<file path="src/rtl/prod_freq_dtf_pkg.sv">
package prod_freq_dtf_pkg;

    typedef enum logic [0:0] {
        ST_CLEAR = 1'b0,
        ST_RUN   = 1'b1
    } dtf_state_e;

    typedef struct packed {
        logic       four_quad;
        logic       monitor;
        logic [2:0] hi_shift;
    } mode_cfg_t;

    localparam int MODE_W = 3;
    localparam int LANES  = 2;

endpackage

</file>
<file path="src/rtl/dtf_mode_decode.sv">
module dtf_mode_decode
    import prod_freq_dtf_pkg::*;
(
    input  logic [MODE_W-1:0] mode_code,
    output mode_cfg_t         cfg
);

    // hi_shift is log2 of the high-rate multiplier for each mode code
    always_comb begin
        cfg = '0;
        unique case (mode_code)
            3'd0: cfg = '{four_quad: 1'b1, monitor: 1'b0, hi_shift: 3'd4};
            3'd1: cfg = '{four_quad: 1'b0, monitor: 1'b0, hi_shift: 3'd3};
            3'd2: cfg = '{four_quad: 1'b0, monitor: 1'b0, hi_shift: 3'd4};
            3'd3: cfg = '{four_quad: 1'b1, monitor: 1'b1, hi_shift: 3'd5};
            3'd4: cfg = '{four_quad: 1'b1, monitor: 1'b0, hi_shift: 3'd4};
            3'd5: cfg = '{four_quad: 1'b0, monitor: 1'b0, hi_shift: 3'd4};
            3'd6: cfg = '{four_quad: 1'b0, monitor: 1'b0, hi_shift: 3'd5};
            3'd7: cfg = '{four_quad: 1'b1, monitor: 1'b1, hi_shift: 3'd4};
        endcase
    end

endmodule

</file>
<file path="src/rtl/dtf_step_gen.sv">
module dtf_step_gen
    import prod_freq_dtf_pkg::*;
#(
    parameter int K_W   = 16,
    parameter int ACC_W = 34
) (
    input  mode_cfg_t                cfg,
    input  logic                     rate_sel,
    input  logic signed [K_W-1:0]    prod_k,
    input  logic signed [K_W-1:0]    chan_mon,
    output logic        [ACC_W-1:0]  lo_inc,
    output logic        [ACC_W-1:0]  hi_inc
);

    localparam int BASE_W = K_W + 1;

    logic [BASE_W-1:0] off_k;
    logic [BASE_W-1:0] off_c;
    logic [BASE_W-1:0] sx_k;
    logic [BASE_W-1:0] mag_k;
    logic [BASE_W-1:0] lo_base;
    logic [BASE_W-1:0] hi_base;
    logic [2:0]        lo_sh;
    logic [2:0]        hi_sh;

    always_comb begin
        // adding half scale to a two's-complement word is a sign-bit flip
        off_k   = {1'b0, ~prod_k[K_W-1], prod_k[K_W-2:0]};
        off_c   = {1'b0, ~chan_mon[K_W-1], chan_mon[K_W-2:0]};
        sx_k    = {prod_k[K_W-1], prod_k};
        mag_k   = sx_k[BASE_W-1] ? (~sx_k + BASE_W'(1)) : sx_k;
        lo_base = cfg.four_quad ? off_k : mag_k;
        hi_base = cfg.monitor ? off_c : lo_base;
        lo_sh   = 3'd1 + {2'b00, rate_sel};
        hi_sh   = cfg.hi_shift + {2'b00, rate_sel};
        lo_inc  = ACC_W'(lo_base) << lo_sh;
        hi_inc  = ACC_W'(hi_base) << hi_sh;
    end

endmodule

</file>
<file path="src/rtl/dtf_phase_acc.sv">
module dtf_phase_acc #(
    parameter int ACC_W = 34
) (
    input  logic             clk,
    input  logic             rst_n,
    input  logic             clear,
    input  logic             advance,
    input  logic [ACC_W-1:0] inc,
    output logic [ACC_W-1:0] acc,
    output logic             carry_evt
);

    logic [ACC_W:0] sum;

    always_comb begin
        sum = {1'b0, acc} + {1'b0, inc};
    end

    always_ff @(posedge clk or negedge rst_n) begin
        if (!rst_n) begin
            acc       <= '0;
            carry_evt <= 1'b0;
        end else if (clear) begin
            acc       <= '0;
            carry_evt <= 1'b0;
        end else if (advance) begin
            acc       <= sum[ACC_W-1:0];
            carry_evt <= sum[ACC_W];
        end else begin
            carry_evt <= 1'b0;
        end
    end

endmodule

</file>
<file path="src/rtl/prod_freq_dtf.sv">
module prod_freq_dtf
    import prod_freq_dtf_pkg::*;
#(
    parameter int K_W       = 16,
    parameter int CLK_SHIFT = 19
) (
    input  logic                  clk,
    input  logic                  rst_n,
    input  logic                  rate_sel,
    input  logic [1:0]            quad_sel,
    input  logic signed [K_W-1:0] prod_k,
    input  logic signed [K_W-1:0] chan_mon,
    output logic                  lo_evt,
    output logic                  hi_evt
);

    localparam int ACC_W = CLK_SHIFT + K_W - 1;

    dtf_state_e        state_q;
    dtf_state_e        state_d;
    logic [MODE_W-1:0] mode_code;
    logic [MODE_W-1:0] mode_q;
    logic              mode_changed;
    logic              clear_acc;
    logic              advance;
    mode_cfg_t         cfg;
    logic [ACC_W-1:0]  lo_inc;
    logic [ACC_W-1:0]  hi_inc;
    logic [ACC_W-1:0]  inc_arr [LANES];
    logic [ACC_W-1:0]  acc_arr [LANES];
    logic [LANES-1:0]  evt_arr;
    logic [ACC_W-1:0]  acc_lo;
    logic [ACC_W-1:0]  acc_hi;

    assign mode_code    = {rate_sel, quad_sel};
    assign mode_changed = (mode_code != mode_q);

    // state register and mode history
    always_ff @(posedge clk or negedge rst_n) begin
        if (!rst_n) begin
            state_q <= ST_CLEAR;
            mode_q  <= '0;
        end else begin
            state_q <= state_d;
            mode_q  <= mode_code;
        end
    end

    // next-state logic
    always_comb begin
        state_d = state_q;
        unique case (state_q)
            ST_CLEAR: state_d = mode_changed ? ST_CLEAR : ST_RUN;
            ST_RUN:   state_d = mode_changed ? ST_CLEAR : ST_RUN;
        endcase
    end

    // controller outputs
    always_comb begin
        clear_acc = 1'b1;
        advance   = 1'b0;
        unique case (state_q)
            ST_CLEAR: begin
                clear_acc = 1'b1;
                advance   = 1'b0;
            end
            ST_RUN: begin
                clear_acc = mode_changed;
                advance   = !mode_changed;
            end
        endcase
    end

    dtf_mode_decode u_decode (
        .mode_code (mode_q),
        .cfg       (cfg)
    );

    dtf_step_gen #(
        .K_W   (K_W),
        .ACC_W (ACC_W)
    ) u_step (
        .cfg      (cfg),
        .rate_sel (mode_q[MODE_W-1]),
        .prod_k   (prod_k),
        .chan_mon (chan_mon),
        .lo_inc   (lo_inc),
        .hi_inc   (hi_inc)
    );

    assign inc_arr[0] = lo_inc;
    assign inc_arr[1] = hi_inc;

    for (genvar g = 0; g < LANES; g++) begin : g_lane
        dtf_phase_acc #(
            .ACC_W (ACC_W)
        ) u_acc (
            .clk       (clk),
            .rst_n     (rst_n),
            .clear     (clear_acc),
            .advance   (advance),
            .inc       (inc_arr[g]),
            .acc       (acc_arr[g]),
            .carry_evt (evt_arr[g])
        );
    end

    assign acc_lo = acc_arr[0];
    assign acc_hi = acc_arr[1];
    assign lo_evt = evt_arr[0];
    assign hi_evt = evt_arr[1];

endmodule

</file>
<file path="config.mk">
export PLATFORM = sky130hd
export DESIGN_NAME = prod_freq_dtf
export DESIGN_NICKNAME = d
export VERILOG_FILES = /design/src/rtl/prod_freq_dtf_pkg.sv /design/src/rtl/dtf_mode_decode.sv /design/src/rtl/dtf_step_gen.sv /design/src/rtl/dtf_phase_acc.sv /design/src/rtl/prod_freq_dtf.sv
export SDC_FILE = /design/constraint.sdc
export NUM_CORES = 1
export LEC_CHECK = 0
export ABC_CLOCK_PERIOD_IN_PS = 13300
export BUFFER_PORTS_ARGS = -buffer_cell sky130_fd_sc_hd__buf_2
export CORE_MARGIN = 2
export CORE_UTILIZATION = 55
export CTS_BUF_LIST = sky130_fd_sc_hd__clkbuf_4 sky130_fd_sc_hd__clkbuf_8
export DETAILED_ROUTE_END_ITERATION = 6
export PLACE_DENSITY = 0.73
export SYNTH_ARGS = -nofsm -noshare
export SYNTH_HDL_FRONTEND = slang
export SYNTH_SLANG_ARGS = --single-unit
</file>
<file path="constraint.sdc">
create_clock -name clk -period 13.3 [get_ports clk]
set_clock_uncertainty 0.2 [all_clocks]
set_input_delay 0 -clock clk [delete_from_list [all_inputs] [get_ports clk]]
set_output_delay 0 -clock clk [all_outputs]
set_load 0.02 [all_outputs]
</file>
# ---- After elaboration in Yosys (flattened, before gate mapping)
# Memory sizes are Yosys's and may differ from the RTL's.
# Cells that the tools add are included.
# Widths: inputs -> output; s select.
dict set report totals {
  reg_bits 74
  mem_bits_ro 40
  in_bits 37
  output_inout_bits 2
  word_cells 35
  memories 1
}
dict set report op_classes {
  add_sub_neg 5
  n_eq_ne 1
  shift 2
  muxes 14
  bitwise 4
  n_reduce_logical 2
}
# name depth width read_ports rd_clocked_by_memory_dff wr line
set memory_table {}
lappend memory_table {{(no name shown)} 8 5 1 0 0 dtf_mode_decode.sv:11} ;# unique case (mode_code)
# op n
set ops {}
lappend ops {{$mux 34} 4}
lappend ops {{$add 34x34->35} 2}
lappend ops {{$shl 17x3->34} 2}
lappend ops {{$mux 17} 3}
lappend ops {{$add 17x1->17 const B} 1}
lappend ops {{$not 17->17} 1}
lappend ops {{$mux 1} 5}
lappend ops {{$pmux 1 s2} 2}
lappend ops {{$add 3x1->3} 1}
lappend ops {{$ne 3x3->1} 1}
lappend ops {{$not 1->1} 3}
lappend ops {{$add 1x1->2 const A} 1}
lappend ops {{$reduce_bool 2->1} 1}
lappend ops {{$logic_not 1->1} 1}

# ---- Depth between registers and ports, before layout
# Gate-level depths: netlist (run 1).
dict set report logic_depth {
  depth_word 9
  mapped_depth 20
  ltp_nobuf 18
}

# ---- Hierarchy
# From an unflattened synthesis (run 1), not the netlist that was laid out.
dict set report unflattened {
  cells_unflattened 1174
  area_unflattened_um2 9085.0
}
# mod instances cells_per_inst area_each_um2 seq_area_each_um2
set by_module_without_submodules {}
lappend by_module_without_submodules {dtf_phase_acc 2 418 3354.5 875.8}
lappend by_module_without_submodules {dtf_step_gen 1 320 2152.1 0.0}
lappend by_module_without_submodules {prod_freq_dtf 1 10 148.9 100.1}
lappend by_module_without_submodules {dtf_mode_decode 1 8 75.1 0.0}

# ---- Worst setup path after synthesis (run 1)
# No wires, ideal clock.
dict set report synth_path {
  path_kind {reg-to-reg}
  from {register mode_q[2]}
  to {register g_lane[1].u_acc.acc[27]}
  setup_ns 0.078
  t_arrival_ns 3.957
  required_ns 13.022
  slack_ns 9.065
  path_stages_with_launch 17
  n_path_buf 3
  period_less_slack_ns 4.235
  path_cell_list {dfrtp_1 > buf_2 > buf_1 > and2_1 > ha_1 > xor2_1 > buf_2 > mux2i_1 > mux2i_1 > ha_1 > and4_1 > and4_1 > nand2_1 > o221ai_1 > a21oi_2 > or3_1 > a21oi_1}
}
dict set report synth_via {
  elab_chain_len 7
  word_cells_on_any_way 13
  classes_between {2 x add/sub; 1 x eq/ne; 1 x shift; 6 x mux; 2 x reduce/logical; 1 x memory}
}
# element line
set synth_lines {}
lappend synth_lines {{start: declaration} prod_freq_dtf.sv:22} ;# logic [MODE_W-1:0] mode_q;
lappend synth_lines {{start signal: assignment} prod_freq_dtf.sv:45} ;# mode_q <= mode_code;
lappend synth_lines {{branches (longest 7 deep; another with $add 34x34->35)} n/a}
lappend synth_lines {{end signal: assignment} dtf_phase_acc.sv:27} ;# acc <= sum[ACC_W-1:0];
lappend synth_lines {{end: declaration} dtf_phase_acc.sv:9} ;# output logic [ACC_W-1:0] acc,
# Several ways; the timed one is not identified. The select of a mux whose other input is x is not followed.
# A chain may end at the register's enable or synchronous reset.

# ---- Worst setup path in the final report (run 1)
dict set report layout_path {
  from {register mode_q[2]}
  to {register g_lane[1].u_acc.carry_evt}
}
dict set report layout_via {
  elab_chain_len 7
  word_cells_on_any_way 12
  classes_between {2 x add/sub; 1 x eq/ne; 1 x shift; 6 x mux; 1 x reduce/logical; 1 x memory}
}
# element line
set layout_lines {}
lappend layout_lines {{branches (longest 6 deep; another with $add 34x34->35)} n/a}
lappend layout_lines {{$mux 1 (*)} dtf_phase_acc.sv:23} ;# end else if (clear) begin
lappend layout_lines {{end signal: assignment} dtf_phase_acc.sv:28} ;# carry_evt <= sum[ACC_W];
lappend layout_lines {{end: declaration} dtf_phase_acc.sv:10} ;# output logic carry_evt
# Mark *: on every way between the ends.

==> metrics.md, run 1 <==
| Metric | Value |
|---|---|
| Status | finished clean |
| CTS clk-pin slew, worst paths | 0.09 ns |
| Fin. Hold Viols | 0 |
| CP endpoint | g_lane[1].u_acc.carry_evt |
| Pwr Density | 85.9 mW/mm^2 |
| Area leader, netlist | dfrtp_1 |
| P_leak | 3.41 nW |
| Die footprint | 0.0135 sq mm |
| Final wirelength | 16900 um |
| Core box area | 0.0122 sq mm |
| Commonest register cell after synthesis | dfrtp_1 |
| WP depth | 14 |
| Largest net degree at the start of global routing | 75 |
| Async set-or-reset flop fraction in the synthesized netlist | 1.00 |
| GRT Overall Usage | 0.264 |
| Pin slew with the least headroom to its limit | 1.19 ns |
| Area growth, synth to finish | 7.79% |
| Crit-path cells | nor2b_1, or2_1, mux2_2, a22oi_1, o211ai_1, mux2_2, o21a_1, ha_1, and2_1, nor4b_1, nand3_1, o211ai_1, a21oi_1, nor3_1 |
| DR iter-0 viols | 586 |
| Diode count | 0 |
| Initial antenna violation count | 0 |
| Syn Inst Count | 808 |
| CP max stage cell | dfrtp_1 |
| Final setup vio count | 0 |
| Unrepaired setup endpoints after global routing | no |
| First-pass GRT wire length | 28400 um |
| Type of origin of the critical path | register |
| TritonCTS Buffers | 9 |
| Reg-to-Reg End | g_lane[1].u_acc.carry_evt |
| Layout cells sized above 1 | 0.116 |
| Drc violations | 0 |
| Antenna-violating nets left | 0 |
| Synth Area in XOR/XNOR | 0.0668 |
| FF-to-FF path depth | 14 |
| Die height | 116 um |
| Period utilization | 0.417 |
| CTS tree | built |
| Min Hold Slack | 0.0819 ns |
| Slowest stage delay, CP | 0.97 ns |
| Seq/Total Area, Yosys | 0.267 |
| Fmax | 0.180 GHz |
| H-Tree Depth | 3 |
| Maxcap violations | 0 |
| Postcts setup bufs | 0 |
| CP Buf/Inv Count | 0 |
| Netlist cell types | 88 |
| Drt first pass iters | 5 |
| WP data required | 13.37 ns |
| CP max FO | 31 |
| CP startpoint | mode_q[2] |
| R2R Path Start | mode_q[2] |
| Final min period | 5.55 ns |
| IO Port Bufs | 38 |
| Clk root buf | clkbuf_8 |
| Worst Hold Class | in -> reg |
| Flop2flop setup slack | 7.75 ns |
| DP Wirelength | 12300 um |
| Vias/cell | 6.11 |
| EDFF count, synth | 0 |
| Most frequent cell after synthesis | nor2_1 |
| Largest family of logic cells by synthesized area | compound AO/OA/AOI/OAI gates |
| Vias in the first global route | 6011 |
| Slew HR | 0.201 |
| Ports | 39 |
| Clk Latency, worst-skew pair | 0.38 ns |
| Yosys reg bits | 74 |
| Via Count | 6142 |
| Row count | 40 |
| Critical Path AT | 5.62 ns |
| Layout Nets | 924 |
| Post-Synth Adder-Cell Area | 0.102 |
| Critical path class | reg -> reg |
| Synthesized area | 0.00693 sq mm |
| Simple-gate share of the synthesized area | 0.219 |
| Synth Area in Compound Gates | 0.228 |
| Mux share of post-synthesis cell area | 0.0789 |
| Worst vdd ir | 0.0000644 V |
| Initial Util | 0.570 |
| Critical Path End Type | register |
| Sum of negative setup slack | 0 ns |
| Area contributors post-synth | dfrtp_1 27%, ha_1 9.6%, mux2i_1 5.8% |
| Grt ovf | 0 |
| Top cells by count, synth | 77 x nor2_1, 74 x dfrtp_1, 71 x nand2_1 |
| Top-area cell type share of the netlist area | 0.267 |
| Post-DR wirelength/cell | 16.8 um |
| Longest Clk Path Bufs | 2 |
| Syn_area_per_cell | 8.57 sq um |
| Routability cong. | 0.912 |
| CTS sink cnt | 74 |
| Crit-path leading delay family | simple AND/OR/NAND/NOR gates |
| Slew Limit Fails | 0 |
| Die width | 116 um |
| Synth Warn # | 0 |
## layout make-up
class	count	area, sq um
multi-input cells	681	4830
clock buffers	10	138
flip-flops and latches	74	1850
fillers	1118	4700
clock inverters	6	114
repair buffers	43	240
inverters	23	86.3
well taps	168	210
## through the flow
step | instance area (sq um) | cells | setup slack (ns) | util | power, mW
detailed placement | 7170 | 985 | 7.98 | 0.590 | 0.417
CTS | 7470 | 1005 | 7.94 | 0.614 | 0.643
global placement | 7170 | 985 | 8.09 | 0.590 | 0.414
global route | 7470 | 1005 | 7.37 | 0.614 | 0.674
floorplan | 6940 | 811 | 9.06 | - | 0.372
finish | 7470 | 1005 | 7.75 | 0.614 | 0.642
## sequential cells by signal (all words and copies together), names as in the netlist
name / flops
mode_q: 3
state_q: 1
g_lane.u_acc.carry_evt: 2
g_lane.u_acc.acc: 68
## placed cells by master (no fill, tap or decap), drive strengths merged, types with 4 or more instances in the layout
cell         instances
nor2                79
nand2               75
dfrtp               74
a21oi               62
ha                  53
o21ai               49
mux2i               40
buf                 39
xor2                28
a21o                26
xnor2               24
inv                 23
nor3                22
nand3               21
nand2b              19
and3                16
o211ai              15
a211oi              14
and2                12
nand4               11
clkbuf              10
a31oi               10
or3                  9
nor2b                8
mux2                 7
o21a                 5
nor4                 4
a21boi               4
o22ai                4
a32o                 4
or4                  4
nor3b                4
conb                 4
dlygate4sd3          4
## worst min path at each step
stage / startpoint / to / cells past startpoint
5_1_grt: rate_sel / mode_q[2] / 2
4_1_cts: quad_sel[0] / mode_q[0] / 2
6_report: rate_sel / mode_q[2] / 2
3_5_place_dp: quad_sel[0] / mode_q[0] / 1
3_3_place_gp: quad_sel[0] / mode_q[0] / 1
2_1_floorplan: rst_n / g_lane[0].u_acc.acc[0] / 0
## where the power goes
group / internal, mW / leakage [nW] / switching [mW]
clock network: 0.130 / 0.119 / 0.0939
logic: 0.0704 / 2.27 / 0.118
registers: 0.227 / 1.03 / 0.00276
## per-layer routing
| layer | wire [um] | GRT usage | vias to the layer above |
|---|---|---|---|
| met3 | 737 | 0.0420 | 30 |
| met1 | 7960 | 0.356 | 2936 |
| met5 | 0 | 0 | - |
| met2 | 7790 | 0.429 | 169 |
| met4 | 386 | 0.0976 | 0 |
| li1 | - | - | 3007 |
## worst register-to-register path, stage by stage, from the launching register on
cell and delay [ns]:
dfrtp_1 0.97, nor2b_1 0.31, or2_1 0.62, mux2_2 0.42, a22oi_1 0.15, o211ai_1 0.18, mux2_2 0.34, o21a_1 0.17
ha_1 0.39, and2_1 0.20, nor4b_1 0.54, nand3_1 0.20, o211ai_1 0.34, a21oi_1 0.13, nor3_1 0.27
## cell families after synthesis
group | Yosys count
AO/OA/AOI/OAI | 229
XOR/XNOR | 52
adder cells (fa/ha/maj) | 55
buffers and inverters | 56
flip-flops | 74
multiplexers | 50
other | 1
AND/OR/NAND/NOR | 291
## repair_timing
item                      CTS  global route
gates resized for setup     0             0
hold buffers                4             0
hold endpoints to repair   78             0
Note: power is estimated with default switching activity, not from simulation.
==> inputs of run 2 (changes only) <==
--- a/config.mk
+++ b/config.mk
@@ -5,13 +5,14 @@
 export SDC_FILE = /design/constraint.sdc
 export NUM_CORES = 1
 export LEC_CHECK = 0
-export ABC_CLOCK_PERIOD_IN_PS = 13300
+export ABC_AREA = 1
+export ABC_CLOCK_PERIOD_IN_PS = 4900
 export BUFFER_PORTS_ARGS = -buffer_cell sky130_fd_sc_hd__buf_2
 export CORE_MARGIN = 2
 export CORE_UTILIZATION = 55
 export CTS_BUF_LIST = sky130_fd_sc_hd__clkbuf_4 sky130_fd_sc_hd__clkbuf_8
 export DETAILED_ROUTE_END_ITERATION = 6
-export PLACE_DENSITY = 0.73
+export PLACE_DENSITY = 0.76
 export SYNTH_ARGS = -nofsm -noshare
 export SYNTH_HDL_FRONTEND = slang
 export SYNTH_SLANG_ARGS = --single-unit
==> constraint.sdc (replaced) <==
create_clock -name clk -period 4.9 [get_ports clk]
set_clock_uncertainty 0.2 [all_clocks]
set_input_delay 0 -clock clk [delete_from_list [all_inputs] [get_ports clk]]
set_output_delay 0 -clock clk [all_outputs]
set_load 0.02 [all_outputs]
==> run 2 against run 1 <==
Non-clock buffer count grew 4. Sequential share of layout area shrank 0.50 points. Die area up 1.5%. Clock power increased by 140%. Global-route usage rose by 1.4 points. Final area is 2.1% higher. Power rose to 2.5 times the previous value. Utilization decreased by 0.75 points. Sequential power grew to 2.7 times the previous value. Synthesized cell count increased by 35%. Critical path type unchanged. Critical endpoint is now g_lane[1].u_acc.acc[16]. Largest cell class unchanged.
==> metrics.md, run 2 <==
| Metric | Value |
|---|---|
| Synth Warn # | 0 (unchanged) |
| Area contributors post-synth | dfrtp_1 26%, nand2_1 15%, ha_1 9.4% (was dfrtp_1 27%, ha_1 9.6%, mux2i_1 5.8%) |
| Routability cong. | 0.937 (was 0.912) |
| Synthesized area | 0.00703 sq mm (was 0.00693 sq mm) |
| Post-DR wirelength/cell | 13.9 um (was 16.8 um) |
| Clk root buf | clkbuf_8 (unchanged) |
| Largest Register | g_lane.u_acc.acc (unchanged) |
| Top-area cell type share of the netlist area | 0.263 (was 0.267) |
| Syn_area_per_cell | 6.45 sq um (was 8.57 sq um) |
| Seq/Total Area, Yosys | 0.263 (was 0.267) |
| CTS sink cnt | 74 (unchanged) |
| R2R Path Start | mode_q[2] (unchanged) |
| WP data required | 4.92 ns (was 13.37 ns) |
| Fmax | 0.243 GHz (was 0.180 GHz) |
| Worst hold start | rate_sel (unchanged) |
| Top cells by count, synth | 276 x nand2_1, 150 x nor2_1, 101 x inv_1, 101 x nand3_1, 95 x a21oi_1 (was 77 x nor2_1, 74 x dfrtp_1, 71 x nand2_1) |
| Layout Nets | 1219 (was 924) |
| Layout cells sized above 1 | 0.0822 (was 0.116) |
| Fin. Hold Viols | 0 (unchanged) |
| Vias/cell | 5.45 (was 6.11) |
| Total chip power | 1.61 mW (was 0.642 mW) |
| Most frequent cell after synthesis | nand2_1 (was nor2_1) |
| Die footprint | 0.0137 sq mm (was 0.0135 sq mm) |
| Flop2flop setup slack | 0.79 ns (was 7.75 ns) |
| Final min period | 4.11 ns (was 5.55 ns) |
| Area leader, netlist | dfrtp_1 (unchanged) |
| Area growth, synth to finish | 8.40% (was 7.79%) |
| Largest register FFs | 68 (unchanged) |
| Dpl ws | 0.872 ns (was 7.98 ns) |
| Dpl cells | 1282 (was 985) |
| Drc violations | 0 (unchanged) |
| Async set-or-reset flop fraction in the synthesized netlist | 1.00 (unchanged) |
| Initial antenna violation count | 1 (was 0) |
| CTS clk-pin slew, worst paths | 0.09 ns (about the same) |
| Critical Path End Type | register (unchanged) |
| Drt first pass iters | 6 (was 5) |
| GRT Overall Usage | 0.277 (was 0.264) |
| Via Count | 7105 (was 6142) |
| Final wirelength | 18100 um (was 16900 um) |
| Initial Util | 0.559 (was 0.570) |
| Post-Layout Cell Count | 1304 (was 1005) |
| Final setup vio count | 0 (unchanged) |
| Longest Clk Path Bufs | 2 (unchanged) |
| Type of origin of the critical path | register (unchanged) |
| Period utilization | 0.838 (was 0.417) |
| DR iter-0 viols | 734 (was 586) |
| Maxcap violations | 0 (unchanged) |
| Worst vdd ir | 0.000137 V (was 0.0000644 V) |
| Largest net degree at the start of global routing | 49 (was 75) |
| Row count | 41 (was 40) |
| Pwr Density | 211 mW/mm^2 (was 85.9 mW/mm^2) |
| Die width | 117 um (was 116 um) |
| Largest registers | g_lane.u_acc.acc: 68 flops, mode_q: 3 flops, g_lane.u_acc.carry_evt: 2 flops (unchanged) |
| CP max FO | 20 (was 31) |
| Syn Inst Count | 1090 (was 808) |
| Most frequent cells in the layout | 276 x nand2_1, 150 x nor2_1, 101 x inv_1, 101 x nand3_1, 95 x a21oi_1 (was 77 x nor2_1, 74 x dfrtp_1, 71 x nand2_1) |
| Slew HR | 0.435 (was 0.201) |
| Sum of negative setup slack | 0 ns (unchanged) |
| Worst Hold Class | in -> reg (unchanged) |
| H-Tree Depth | 3 (unchanged) |
| Status | finished clean (unchanged) |
| Netlist cell types | 46 (was 88) |
| P_leak | 3.78 nW (was 3.41 nW) |
| Commonest register cell after synthesis | dfrtp_1 (unchanged) |
| Grt ovf | 0 (unchanged) |
| Yosys reg bits | 74 (unchanged) |
| Pin slew with the least headroom to its limit | 0.846 ns (was 1.19 ns) |
| Critical path class | reg -> reg (unchanged) |
| CTS tree | built (unchanged) |
| Core box area | 0.0126 sq mm (was 0.0122 sq mm) |
| Clk Latency, worst-skew pair | 0.38 ns (about the same) |
| DP Wirelength | 14200 um (was 12300 um) |
| Postcts setup bufs | 0 (unchanged) |
| Worst setup margin | 0.793 ns (was 7.75 ns) |
| Most common cell after layout, fill and taps aside | nand2_1 (was nor2_1) |
| Antenna-violating nets left | 0 (unchanged) |
| Slew Limit Fails | 0 (unchanged) |
| Vias in the first global route | 6465 (was 6011) |
| Unrepaired setup endpoints after global routing | no (unchanged) |
| First-pass GRT wire length | 30000 um (was 28400 um) |
| EDFF count, synth | 0 (unchanged) |
| TritonCTS Buffers | 9 (unchanged) |
| CP startpoint | mode_q[2] (unchanged) |
| Ports | 39 (unchanged) |
| Die height | 117 um (was 116 um) |
| IO Port Bufs | 38 (unchanged) |
| Critical Path AT | 4.13 ns (was 5.62 ns) |
run 2: cell types whose count changed in the layout (fill, tap and decap cells not counted), moves of 28 or more:
cell / previous run / this run
o21ai_0: 40 / 68
nand3_1: 20 / 101
inv_1: 22 / 101
nand2_1: 71 / 276
a21oi_1: 59 / 95
mux2i_1: 40 / 1
nor2_1: 77 / 150
run 2: metal layers:
metal | global-route usage | part of all wire | wire (um) | vias up
met5 | 0 | 0 | 0 | -
met4 | 0.0918 | 0.020 | 363 | 0
met3 | 0.0417 | 0.048 | 860 | 30
met2 | 0.455 | 0.44 | 7930 | 200
met1 | 0.376 | 0.49 | 8940 | 3176
li1 | - | - | - | 3699
run 2: where the power goes:
part	internal, mW	leakage, nW	switching, mW
Combinational	0.147	2.64	0.309
Sequential	0.616	1.03	0.00522
Clock	0.301	0.111	0.232
Total	1.06	3.78	0.547
run 2: timing repair:
| action | CTS | global route |
|---|---|---|
| hold endpoints to repair | 78 | 0 |
| hold buffers | 6 | 0 |
| gates resized for setup | 0 | 0 |
run 2: logic make-up (layout without fill, tap and decap cells):
family / Yosys count / in the layout / share of synthesized area
mux: 1 / 1 / 0.00142
buf+inv: 132 / 170 / 0.0776
compound gates: 210 / 210 / 0.166
other cells: 1 / 5 / 0.000533
xor+xnor: 20 / 20 / 0.0260
simple gates: 597 / 597 / 0.365
fa+ha+maj: 55 / 55 / 0.100
flops: 74 / 74 / 0.263
run 2: worst paths after layout:
path | to | cells past startpoint
setup / recovery | g_lane[1].u_acc.acc[16] | 19
hold / removal | mode_q[2] | 2
setup reg to reg | g_lane[1].u_acc.acc[16] | 19
hold reg to reg | g_lane[0].u_acc.acc[25] | 1
max in group asynchronous | g_lane[1].u_acc.acc[3] | 4
min in group asynchronous | g_lane[0].u_acc.acc[17] | 4
run 2: worst max-delay path: stages, from the launching register on:
cell     delay, ns
dfrtp_1       0.76
nor2_1        0.14
ha_1          0.34
inv_1         0.45
nand2_1       0.16
nor2_1        0.14
ha_1          0.19
inv_1         0.06
fa_1          0.39
inv_1         0.07
nand3_1       0.06
nand2_1       0.18
nand2_1       0.08
nand2_1       0.15
inv_1         0.07
o21ai_2       0.19
nand2_1       0.08
nand2_1       0.08
xnor2_1       0.11
nor2_1        0.06
run 2: area by class of cell:
class / instances / area (sq um)
multi-input combinational: 887 / 4640
fill: 1217 / 4950
tap: 172 / 215
timing repair buffer: 47 / 285
antenna: 1 / 2.50
sequential: 74 / 1850
clock inverter: 3 / 65.1
clock buffer: 12 / 146
inverter: 108 / 410
run 2: stage by stage:
| stage | utilization | instance area (sq um) | hold WS, ns |
|---|---|---|---|
| detailed placement | 0.584 | 7340 | -0.241 |
| CTS | 0.606 | 7620 | 0.0817 |
| finish | 0.606 | 7620 | 0.103 |
| floorplan | - | 7040 | -0.496 |
| global placement | 0.584 | 7340 | -0.246 |
| global route | 0.606 | 7620 | 0.102 |
==> inputs of run 3 (changes only) <==
--- a/config.mk
+++ b/config.mk
@@ -5,14 +5,14 @@
 export SDC_FILE = /design/constraint.sdc
 export NUM_CORES = 1
 export LEC_CHECK = 0
-export ABC_AREA = 1
-export ABC_CLOCK_PERIOD_IN_PS = 4900
+export ABC_AREA = 0
+export ABC_CLOCK_PERIOD_IN_PS = 4150
 export BUFFER_PORTS_ARGS = -buffer_cell sky130_fd_sc_hd__buf_2
 export CORE_MARGIN = 2
 export CORE_UTILIZATION = 55
 export CTS_BUF_LIST = sky130_fd_sc_hd__clkbuf_4 sky130_fd_sc_hd__clkbuf_8
 export DETAILED_ROUTE_END_ITERATION = 6
-export PLACE_DENSITY = 0.76
+export PLACE_DENSITY = 0.73
 export SYNTH_ARGS = -nofsm -noshare
 export SYNTH_HDL_FRONTEND = slang
 export SYNTH_SLANG_ARGS = --single-unit
==> constraint.sdc (replaced) <==
create_clock -name clk -period 4.15 [get_ports clk]
set_clock_uncertainty 0.2 [all_clocks]
set_input_delay 0 -clock clk [delete_from_list [all_inputs] [get_ports clk]]
set_output_delay 0 -clock clk [all_outputs]
set_load 0.02 [all_outputs]
==> run 3 against run 2 <==
The flow now finishes with violations (negative setup slack). Register-to-register slack lost 0.82 ns. Clock-buffer cell count shrank 2. First-iteration DRC count shrank 9.4%. Clock power grew 10%. Critical path depth is the same. Power grew 38%. Non-clock buffer count grew 120. Worst hold slack lost 0.0078 ns.
==> metrics.md, run 3 (synthesis results as in run 1) <==
| Metric | Value |
|---|---|
| Clk root buf | clkbuf_8 (unchanged) |
| Register area | 0.00185 sq mm (unchanged) |
| DR iter-0 viols | 665 (was 734) |
| Via Count | 6919 (was 7105) |
| Largest Register | g_lane.u_acc.acc (unchanged) |
| Die height | 116 um (was 117 um) |
| Placement Cell Area | 0.00789 sq mm (was 0.00734 sq mm) |
| Failing checks | negative setup slack |
| Final setup vio count | 4 (was 0) |
| Core box area | 0.0122 sq mm (was 0.0126 sq mm) |
| Die footprint | 0.0135 sq mm (was 0.0137 sq mm) |
| Worst setup margin | -0.0315 ns (was 0.793 ns) |
| Diode count | 0 (was 1) |
| DP Wirelength | 13700 um (was 14200 um) |
| Maxcap violations | 0 (unchanged) |
| Worst Hold Class | in -> reg (unchanged) |
| Area growth, synth to finish | 29.5% (was 8.40%) |
| P_leak | 4.12 nW (was 3.78 nW) |
| Routability cong. | 0.961 (was 0.937) |
| First-pass GRT wire length | 30400 um (was 30000 um) |
| Type of origin of the critical path | register (unchanged) |
| Longest Clk Path Bufs | 2 (unchanged) |
| Largest net degree at the start of global routing | 75 (was 49) |
| Critical Path End Type | register (unchanged) |
| Clk Latency, worst-skew pair | 0.37 ns (was 0.38 ns) |
| WP data required | 4.24 ns (was 4.92 ns) |
| Largest register FFs | 68 (unchanged) |
| Final min period | 4.18 ns (was 4.11 ns) |
| R2R Path Start | mode_q[0] (was mode_q[2]) |
| Ports | 39 (unchanged) |
| Final wirelength | 19800 um (was 18100 um) |
| Final instance area | 0.00897 sq mm (was 0.00762 sq mm) |
| Largest registers | g_lane.u_acc.acc: 68 flops, mode_q: 3 flops, g_lane.u_acc.carry_evt: 2 flops (unchanged) |
| Vias in the first global route | 6414 (was 6465) |
| Period utilization | 1.01 (was 0.838) |
| Critical path class | reg -> reg (unchanged) |
| Drt first pass iters | 6 (unchanged) |
| Slew HR | 0.363 (was 0.435) |
| Post-DR wirelength/cell | 17.5 um (was 13.9 um) |
| TritonCTS Buffers | 9 (unchanged) |
| Initial antenna violation count | 0 (was 1) |
| Row count | 40 (was 41) |
| Final core occ | 0.737 (was 0.606) |
| IO Port Bufs | 38 (unchanged) |
| Grt ovf | 0 (unchanged) |
| Pwr Density | 249 mW/mm^2 (was 211 mW/mm^2) |
| CTS tree | built (unchanged) |
| H-Tree Depth | 3 (unchanged) |
| CP startpoint | mode_q[0] (was mode_q[2]) |
| Pin slew with the least headroom to its limit | 0.955 ns (was 0.846 ns) |
| Status | finished with violations (was finished clean) |
| CTS sink cnt | 74 (unchanged) |
| Slew Limit Fails | 0 (unchanged) |
| CP max FO | 10 (was 20) |
| Layout cells sized above 1 | 0.329 (was 0.0822) |
| Drc violations | 0 (unchanged) |
| Fillers | 861 (was 1217) |
| Most frequent cells in the layout | 118 x buf_4, 74 x dfrtp_1, 70 x nor2_1 (was 276 x nand2_1, 150 x nor2_1, 101 x inv_1, 101 x nand3_1, 95 x a21oi_1) |
| Die width | 116 um (was 117 um) |
| GRT Overall Usage | 0.282 (was 0.277) |
| Fin. Hold Viols | 0 (unchanged) |
| Unrepaired setup endpoints after global routing | yes (was no) |
| Layout Nets | 1048 (was 1219) |
| Most common cell after layout, fill and taps aside | buf_4 (was nand2_1) |
| Worst hold start | quad_sel[0] (was rate_sel) |
| Multi-input gate area | 0.00539 sq mm (was 0.00464 sq mm) |
| Critical Path AT | 4.27 ns (was 4.13 ns) |
| Worst vdd ir | 0.000217 V (was 0.000137 V) |
| CTS clk-pin slew, worst paths | 0.08 ns (was 0.09 ns) |
| Antenna-violating nets left | 0 (unchanged) |
| Initial Util | 0.570 (was 0.559) |
| Fmax | 0.239 GHz (was 0.243 GHz) |
| Vias/cell | 6.13 (was 5.45) |
-- run 3: layout make-up --
cell class                      count  share of cell area
Timing Repair Buffer              167               0.136
Multi-Input combinational cell    681               0.601
Clock inverter                      6             0.00725
Clock buffer                       10              0.0153
Tap cell                          168              0.0234
Inverter                           23              0.0100
Sequential cell                    74               0.206
-- run 3: path summary, 6_finish.rpt --
path / endpoint / slack, ns / cells past startpoint
setup reg to reg: g_lane[1].u_acc.acc[27] / -0.03 / 19
min in group asynchronous: g_lane[0].u_acc.acc[13] / 0.12 / 2
hold / removal: mode_q[0] / 0.1 / 2
max in group asynchronous: g_lane[1].u_acc.acc[23] / 3.01 / 2
setup / recovery: g_lane[1].u_acc.acc[27] / -0.03 / 19
hold reg to reg: g_lane[0].u_acc.carry_evt / 0.33 / 2
-- run 3: layer usage --
layer | global-route usage | vias up | wire (um)
met5 | 0 | - | 0
met1 | 0.376 | 3346 | 8550
li1 | - | 3257 | -
met4 | 0.0913 | 0 | 491
met2 | 0.477 | 263 | 9610
met3 | 0.0363 | 53 | 1100
-- run 3: timing repair --
| action | CTS | global route |
|---|---|---|
| setup buffers | 13 | 16 |
| hold buffers | 4 | 0 |
| endpoints found under the setup margin | 18 | 37 |
| endpoints found under the hold margin | 78 | 0 |
| gates cloned | 0 | 1 |
| pin swaps | 15 | 36 |
| resized for setup | 27 | 108 |
-- run 3: power breakdown --
group          internal, mW  switching, mW
combinational         0.424          0.486
clock                 0.295          0.292
sequential            0.727        0.00481
-- run 3: critical path, stage by stage, from the launching register on --
cell and delay, ns:
dfrtp_1 0.40, inv_2 0.08, ha_4 0.20, nand2b_4 0.17, or3_4 0.35, o32ai_4 0.32, mux2i_1 0.15, o21ai_2 0.21
nor2_1 0.09, nor3_2 0.22, ha_1 0.22, buf_6 0.12, o211ai_1 0.08, o211ai_1 0.24, a31oi_2 0.15, o221ai_2 0.19
a21oi_2 0.05, buf_6 0.14, or3_4 0.36, a21oi_2 0.15
-- run 3: stage by stage --
| step | worst slack [ns] | total power, mW | hold WS [ns] | setup TNS [ns] | instances |
|---|---|---|---|---|---|
| 2_1_floorplan | 0.104 | 1.19 | -0.496 | 0 | 811 |
| 3_3_place_gp | -0.224 | 1.46 | -0.0662 | -1.71 | 1080 |
| 3_5_place_dp | -0.207 | 1.48 | -0.0634 | -1.94 | 1080 |
| 4_1_cts | 0.00753 | 2.12 | 0.0863 | 0 | 1113 |
| 5_1_grt | -0.224 | 2.35 | 0.109 | -2.07 | 1129 |
| 6_report | -0.0315 | 2.23 | 0.0956 | -0.0477 | 1129 |
